## src/rtl/rrf_pkg.sv

```systemverilog
package rrf_pkg;
  localparam int unsigned FIELD_W    = 16;
  localparam int unsigned NUM_FIELDS = 4;
  localparam int unsigned IDX_W      = $clog2(NUM_FIELDS);
  localparam int unsigned FULL_W     = 2 * FIELD_W;
  localparam int unsigned STRIDE     = 2 * NUM_FIELDS;  // bytes per descriptor

  typedef enum logic [1:0] {BS_IDLE, BS_READ, BS_DONE} burst_st_e;

  // Byte address of field idx of the descriptor at base.
  function automatic logic [FULL_W-1:0] tbl_addr(input logic [FIELD_W-1:0] hi,
                                                 input logic [FIELD_W-1:0] base,
                                                 input logic [IDX_W-1:0]   idx);
    logic [FIELD_W-1:0] off;
    off = FIELD_W'({idx, 1'b0});
    return {hi, base + off};
  endfunction

  // Bus-width rules on the low pointer half and the low count half.
  function automatic logic desc_ok(input logic               wide,
                                   input logic [FIELD_W-1:0] p_lo,
                                   input logic [FIELD_W-1:0] wc_lo);
    if (wide) return (p_lo[1:0] == 2'b00) && !wc_lo[0];
    return !p_lo[0];
  endfunction
endpackage

```

## src/rtl/rrf_req_ctl.sv

```systemverilog
module rrf_req_ctl (
  input  logic clk,
  input  logic rst_n,
  input  logic cmd_set,
  input  logic area_done,
  input  logic burst_idle,
  input  logic burst_done,
  output logic start,
  output logic cmd_bit
);
  logic cmd_q, cmd_pend, serving_cmd, auto_pend;

  assign start   = burst_idle && (cmd_q || auto_pend);
  assign cmd_bit = cmd_q;

  always_ff @(posedge clk) begin
    if (!rst_n) begin
      cmd_q       <= 1'b0;
      cmd_pend    <= 1'b0;
      serving_cmd <= 1'b0;
      auto_pend   <= 1'b0;
    end else begin
      if (burst_done && serving_cmd) begin
        cmd_q    <= cmd_pend || cmd_set;
        cmd_pend <= 1'b0;
      end else if (cmd_set) begin
        if (!burst_idle && serving_cmd) cmd_pend <= 1'b1;
        else                            cmd_q    <= 1'b1;
      end

      if (start)          serving_cmd <= cmd_q;
      else if (burst_done) serving_cmd <= 1'b0;

      if (start)          auto_pend <= area_done;
      else if (area_done) auto_pend <= 1'b1;
    end
  end

  AST_CMD_HELD: assert property (@(posedge clk) disable iff (!rst_n)
    cmd_bit && !burst_done |=> cmd_bit);
  AST_PEND_SERVED: assert property (@(posedge clk) disable iff (!rst_n)
    burst_done && cmd_pend |=> cmd_bit);
endmodule

```

## src/rtl/rrf_burst.sv

```systemverilog
module rrf_burst
  import rrf_pkg::*;
(
  input  logic                                 clk,
  input  logic                                 rst_n,
  input  logic                                 start,
  input  logic [FIELD_W-1:0]                   hi_addr,
  input  logic [FIELD_W-1:0]                   base,
  input  logic                                 rd_ack,
  input  logic [FIELD_W-1:0]                   rd_data,
  output logic                                 rd_req,
  output logic [FULL_W-1:0]                    rd_addr,
  output logic [NUM_FIELDS-1:0][FIELD_W-1:0]   fld,
  output logic                                 idle,
  output logic                                 done
);
  localparam logic [IDX_W-1:0] LAST = IDX_W'(NUM_FIELDS - 1);

  burst_st_e        st;
  logic [IDX_W-1:0] idx;
  logic             take;

  assign rd_req  = (st == BS_READ);
  assign rd_addr = tbl_addr(hi_addr, base, idx);
  assign idle    = (st == BS_IDLE);
  assign done    = (st == BS_DONE);
  assign take    = rd_req && rd_ack;

  always_ff @(posedge clk) begin
    if (!rst_n) begin
      st  <= BS_IDLE;
      idx <= '0;
    end else begin
      case (st)
        BS_IDLE: if (start) begin
          st  <= BS_READ;
          idx <= '0;
        end
        BS_READ: if (rd_ack) begin
          idx <= idx + 1'b1;
          if (idx == LAST) st <= BS_DONE;
        end
        default: st <= BS_IDLE;
      endcase
    end
  end

  for (genvar g = 0; g < NUM_FIELDS; g++) begin : g_fld
    always_ff @(posedge clk) begin
      if (!rst_n)                               fld[g] <= '0;
      else if (take && idx == IDX_W'(g))        fld[g] <= rd_data;
    end
  end

  AST_REQ_HOLD: assert property (@(posedge clk) disable iff (!rst_n)
    rd_req && !rd_ack |=> rd_req && $stable(rd_addr));
  AST_NO_GAP: assert property (@(posedge clk) disable iff (!rst_n)
    take && idx != LAST |=> rd_req);
  AST_DONE_PULSE: assert property (@(posedge clk) disable iff (!rst_n)
    done |=> !done && !rd_req);
endmodule

```

## src/rtl/rx_rsrc_fetch.sv

```systemverilog
module rx_rsrc_fetch
  import rrf_pkg::*;
(
  input  logic              clk,
  input  logic              rst_n,
  input  logic              mode32,
  input  logic [15:0]       upper_addr,
  input  logic              ptr_load,
  input  logic [15:0]       ptr_val,
  input  logic              cmd_set,
  input  logic              area_done,
  output logic              cmd_bit,
  output logic              rd_req,
  output logic [31:0]       rd_addr,
  input  logic              rd_ack,
  input  logic [15:0]       rd_data,
  output logic [31:0]       buf_ptr,
  output logic [31:0]       buf_wc,
  output logic [15:0]       rd_ptr,
  output logic              fetch_done,
  output logic              err_flag
);
  logic                               start, burst_idle, burst_done, fetch_ok;
  logic [NUM_FIELDS-1:0][FIELD_W-1:0] fld;

  rrf_req_ctl u_req (
    .clk        (clk),
    .rst_n      (rst_n),
    .cmd_set    (cmd_set),
    .area_done  (area_done),
    .burst_idle (burst_idle),
    .burst_done (burst_done),
    .start      (start),
    .cmd_bit    (cmd_bit)
  );

  rrf_burst u_burst (
    .clk     (clk),
    .rst_n   (rst_n),
    .start   (start),
    .hi_addr (upper_addr),
    .base    (rd_ptr),
    .rd_ack  (rd_ack),
    .rd_data (rd_data),
    .rd_req  (rd_req),
    .rd_addr (rd_addr),
    .fld     (fld),
    .idle    (burst_idle),
    .done    (burst_done)
  );

  assign fetch_ok   = desc_ok(mode32, fld[0], fld[2]);
  assign fetch_done = burst_done;

  always_ff @(posedge clk) begin
    if (!rst_n) begin
      buf_ptr  <= '0;
      buf_wc   <= '0;
      rd_ptr   <= '0;
      err_flag <= 1'b0;
    end else if (burst_done) begin
      if (fetch_ok) begin
        buf_ptr <= {fld[1], fld[0]};
        buf_wc  <= {fld[3], fld[2]};
        rd_ptr  <= rd_ptr + FIELD_W'(STRIDE);
      end else begin
        err_flag <= 1'b1;
      end
    end else if (ptr_load && burst_idle) begin
      rd_ptr <= ptr_val;
    end
  end

  AST_ADDR_UPPER: assert property (@(posedge clk) disable iff (!rst_n)
    rd_req |-> rd_addr[31:16] == upper_addr);
  AST_REGS_HOLD: assert property (@(posedge clk) disable iff (!rst_n)
    !fetch_done |=> $stable(buf_ptr) && $stable(buf_wc));
  AST_BAD_NO_LOAD: assert property (@(posedge clk) disable iff (!rst_n)
    fetch_done && !fetch_ok |=> $stable(buf_ptr) && $stable(rd_ptr) && err_flag);
  AST_ERR_STICKY: assert property (@(posedge clk) disable iff (!rst_n)
    err_flag |=> err_flag);
  AST_PTR_HOLD: assert property (@(posedge clk) disable iff (!rst_n)
    !fetch_done && !burst_idle |=> $stable(rd_ptr));
endmodule

```

## config.mk

```make
export PLATFORM = sky130hd
export DESIGN_NAME = rx_rsrc_fetch
export DESIGN_NICKNAME = d
export VERILOG_FILES = /design/src/rtl/rrf_pkg.sv /design/src/rtl/rrf_req_ctl.sv /design/src/rtl/rrf_burst.sv /design/src/rtl/rx_rsrc_fetch.sv
export SDC_FILE = /design/constraint.sdc
export NUM_CORES = 1
export LEC_CHECK = 0
export BUFFER_PORTS_ARGS = -buffer_cell sky130_fd_sc_hd__buf_4
export CAP_MARGIN = 15
export CORE_MARGIN = 8
export CORE_UTILIZATION = 40
export CTS_CLUSTER_DIAMETER = 150
export DETAILED_ROUTE_END_ITERATION = 7
export SYNTH_ARGS = -nofsm -noshare
export SYNTH_HDL_FRONTEND = slang
export SYNTH_SLANG_ARGS = --single-unit
export TNS_END_PERCENT = 5
```

## constraint.sdc

```tcl
create_clock -name clk -period 4.7 [get_ports clk]
set_input_delay 0.705 -clock clk [delete_from_list [all_inputs] [get_ports clk]]
set_output_delay 0.705 -clock clk [all_outputs]
set_load 0.02 [all_outputs]
```

==> reports/qor.yml <==
status:
  status: "finished, final reports clean"
synth:
  synth_cells: 784
  synth_area_leader_cell: "dfxtp_1"
  syn_nets: 847
  yosysUniqueCellTypes: 50
  syn_area_mm2: 0.00631
  ys_seq_area_share_pct: 48.5
  ys_ff_latch: 153
  synth_ff_type: "dfxtp_1"
  synth_top_area_share_pct: 48.5
  synth-async-reset-ratio_pct: 0
  yosys_warnings: 0
  avgSynthCellArea_um2: 8.05
  synth_edf_count: 0
  synth_area_leaders: "dfxtp_1 49%, nand2_1 16%, a21boi_0 6.4%"
detailed_routing:
  dr_total_vias: 5372
  drc: 0
  viasPerCell: 4.87
  dr.pass1.iters: 5
  drtIter0Drc: 390
  drtAntennaViolNets: 0
  wirelength_um: 17700
  wl_per_cell_um: 16.0
min_path:
  hold_depth: 2
  hold_class: "reg2reg"
  hold_path_startpoint: "u_burst.fld[16]"
  min_to: "buf_ptr[16]"
pwr:
  p_leak_nw: 3.05
  clockPowerShare_pct: 46.9
  internal_power_mw: 2.25
  switchingPower_uw: 656
  ir_worst_vdd_uv: 258
  power_mw: 2.91
  swShare_pct: 22.6
  seqPwrFrac_pct: 46.3
  pwr-share-comb_pct: 6.8
  powerDensity_mw_per_mm2: 369
clock_tree:
  post_cts_buffers: 0
  cts_resized: 0
  clockBufferDepth: 2
  tritoncts: "built"
  cts.sinks: 153
  postCtsHoldBufs: 0
  cts_root_buffer: "clkbuf_16"
  clk_pin_slew_ns: 0.06
  cts_max_level: 4
  clk_latency_ns: 0.42
  cts_made_buffers: 17
sta:
  hold_ws_ns: 0.448
  timing.final.crit_period_ns: 3.00
  tightestPinTransition_ns: 0.898
  clock.fmax_mhz: 334
  final-hold-violation-count: 0
  slew_headroom_pct: 40.0
  report.final.slew_viol_count: 0
  finalCritPeriodShare_pct: 63.8
  finalSetupViolCount: 0
  finalClockSkew_ns: 0.0133
  tns_ns: 0
  rsz0062_at_grt: "no"
global_routing:
  grt_max_degree: 86
  grt_usage_pct: 17.6
  grt_pass1_wl_um: 28000
  grt_overflow: 0
  grt_pass1_vias: 5284
  antenna_found_initial: 0
setup_path:
  path_class: "reg2out"
  r2r_cells: 5
  crit_buf_inv: 1
  cp_slowest_stage_delay_ns: 0.48
  cp_data_arrival_time_ns: 2.29
  worstPathRequired_ns: 3.99
  rr_endpoint: "buf_wc[14]"
  endpoint_kind: "output pin"
  critPathSlowestCell: "dfxtp_1"
  crit_path_max_fanout: 8
  worst-r2r-setup-slack_ns: 2.22
  critical_path.top_delay_family: "simple AND/OR/NAND/NOR gates"
  start_kind: "flip-flop"
  worstPathCellList: "ha_1 > and4_1 > nand4_1 > nor2_1 > xor2_1 > buf_4"
  reg2reg_from: "u_burst.st[1]"
final_layout:
  layout.nets: 937
  layout-drive-gt1-share_pct: 20.2
  syn_to_final_growth_pct: 24.7
  n_antenna_cell: 0
  fill_cells: 1607
  finalNonFillerCells: 1102
  seq_area_mm2: 0.00306
  postLayoutCellArea_mm2: 0.00787
  multi_input_area_mm2: 0.00285
place:
  portBuffers: 138
  dp_hpwl_um: 11900
  dp.cells: 1071
  gp_congestion: 0.803
  placed_area_mm2: 0.00728
die:
  die-area_mm2: 0.0201
  start_util_pct: 40.3
  rows: 46
  core_mm2: 0.0157
  die_h_um: 142
  ios: 171
  dieWidth_um: 142
flow_run:
  drv_cap: 0
## registers in the layout, summed over array words and instances, names as in the netlist
| register | count |
|---|---|
| buf_wc | 32 |
| rd_ptr | 16 |
| u_req.serving_cmd | 1 |
| u_req.auto_pend | 1 |
| u_burst.fld | 64 |
| u_burst.st | 2 |
| u_req.cmd_bit | 1 |
| err_flag | 1 |
| u_burst.idx | 2 |
| u_req.cmd_pend | 1 |
| buf_ptr | 32 |
## worst max-delay path by stage
stage	from	to	cells after the start
floorplan	rd_ptr[3]	rd_addr[15]	6
global placement	rd_ptr[3]	rd_addr[15]	6
detailed placement	rd_ptr[3]	rd_addr[15]	6
CTS	rd_ptr[3]	rd_addr[15]	6
global route	rd_ptr[3]	rd_addr[15]	6
finish	rd_ptr[3]	rd_addr[15]	6
## power by group through the flow
stage	Combinational, mW	Clock, mW	Sequential [mW]
floorplan	0.125	0	1.37
global placement	0.198	0	1.37
detailed placement	0.198	0	1.37
CTS	0.199	1.39	1.34
global route	0.214	1.44	1.35
finish	0.196	1.36	1.34
## worst register-to-register path, cell delays in order, from the launching register on
cell and delay (ns):
dfxtp_1 0.48, or3b_4 0.46, nor2_4 0.70, buf_4 0.47
nand2_1 0.12, a21boi_0 0.19
## cells in the final DEF, fill, tap and decap left out, types with 9 or more instances in the layout
| master | instances |
|---|---|
| a21boi_0 | 54 |
| a21oi_1 | 80 |
| buf_4 | 143 |
| clkbuf_16 | 17 |
| dfxtp_1 | 153 |
| nand2_1 | 277 |
| nand3_1 | 16 |
| nor2_1 | 16 |
| xor2_1 | 9 |
## final cells by class
cell class	count	share of cell area, %
Multi-Input combinational cell	552	36.2
Timing Repair Buffer	143	13.6
Tap cell	216	3.43
Sequential cell	153	38.9
Clock buffer	24	6.37
Clock inverter	7	1.14
Inverter	7	0.334
## metrics by stage
step           utilization, %  setup WS [ns]
2_1_floorplan               -           2.17
3_3_place_gp             46.5           2.14
3_5_place_dp             46.5           2.15
4_1_cts                  50.3           1.69
5_1_grt                  50.3           1.49
6_report                 50.3           1.70
## synthesized netlist by cell type (all sizes together) (2+ instances only)
library cell	number
a21o	2
a21oi	80
nand2	277
nand3	16
xnor2	4
dfxtp	153
o22ai	4
nand4b	2
xor2	9
o21ai	5
and4	3
and2	7
buf	45
or3b	2
clkbuf	27
ha	7
o31a	5
nand4	6
o211ai	5
nand2b	3
nor3	5
nor2	17
mux2i	4
or3	2
inv	7
nor2b	3
a21boi	60
o21a	4
and3	7
## per-layer routing
| layer | GRT usage [%] | wire, µm |
|---|---|---|
| met1 | 22.3 | 8100 |
| met2 | 27.9 | 8250 |
| met3 | 5.54 | 1190 |
| met4 | 5.82 | 121 |
| met5 | 0 | 0 |
## logic make-up after synthesis
group	after synthesis	share of synthesized area, %
AND/OR/NAND/NOR	353	23.3
buffers and inverters	79	6.44
AO/OA/AOI/OAI	174	17.6
flip-flops	153	48.5
adder cells (fa/ha/maj)	8	1.70
multiplexers	4	0.634
XOR/XNOR	13	1.80
Power figures use the tool's default switching activity.
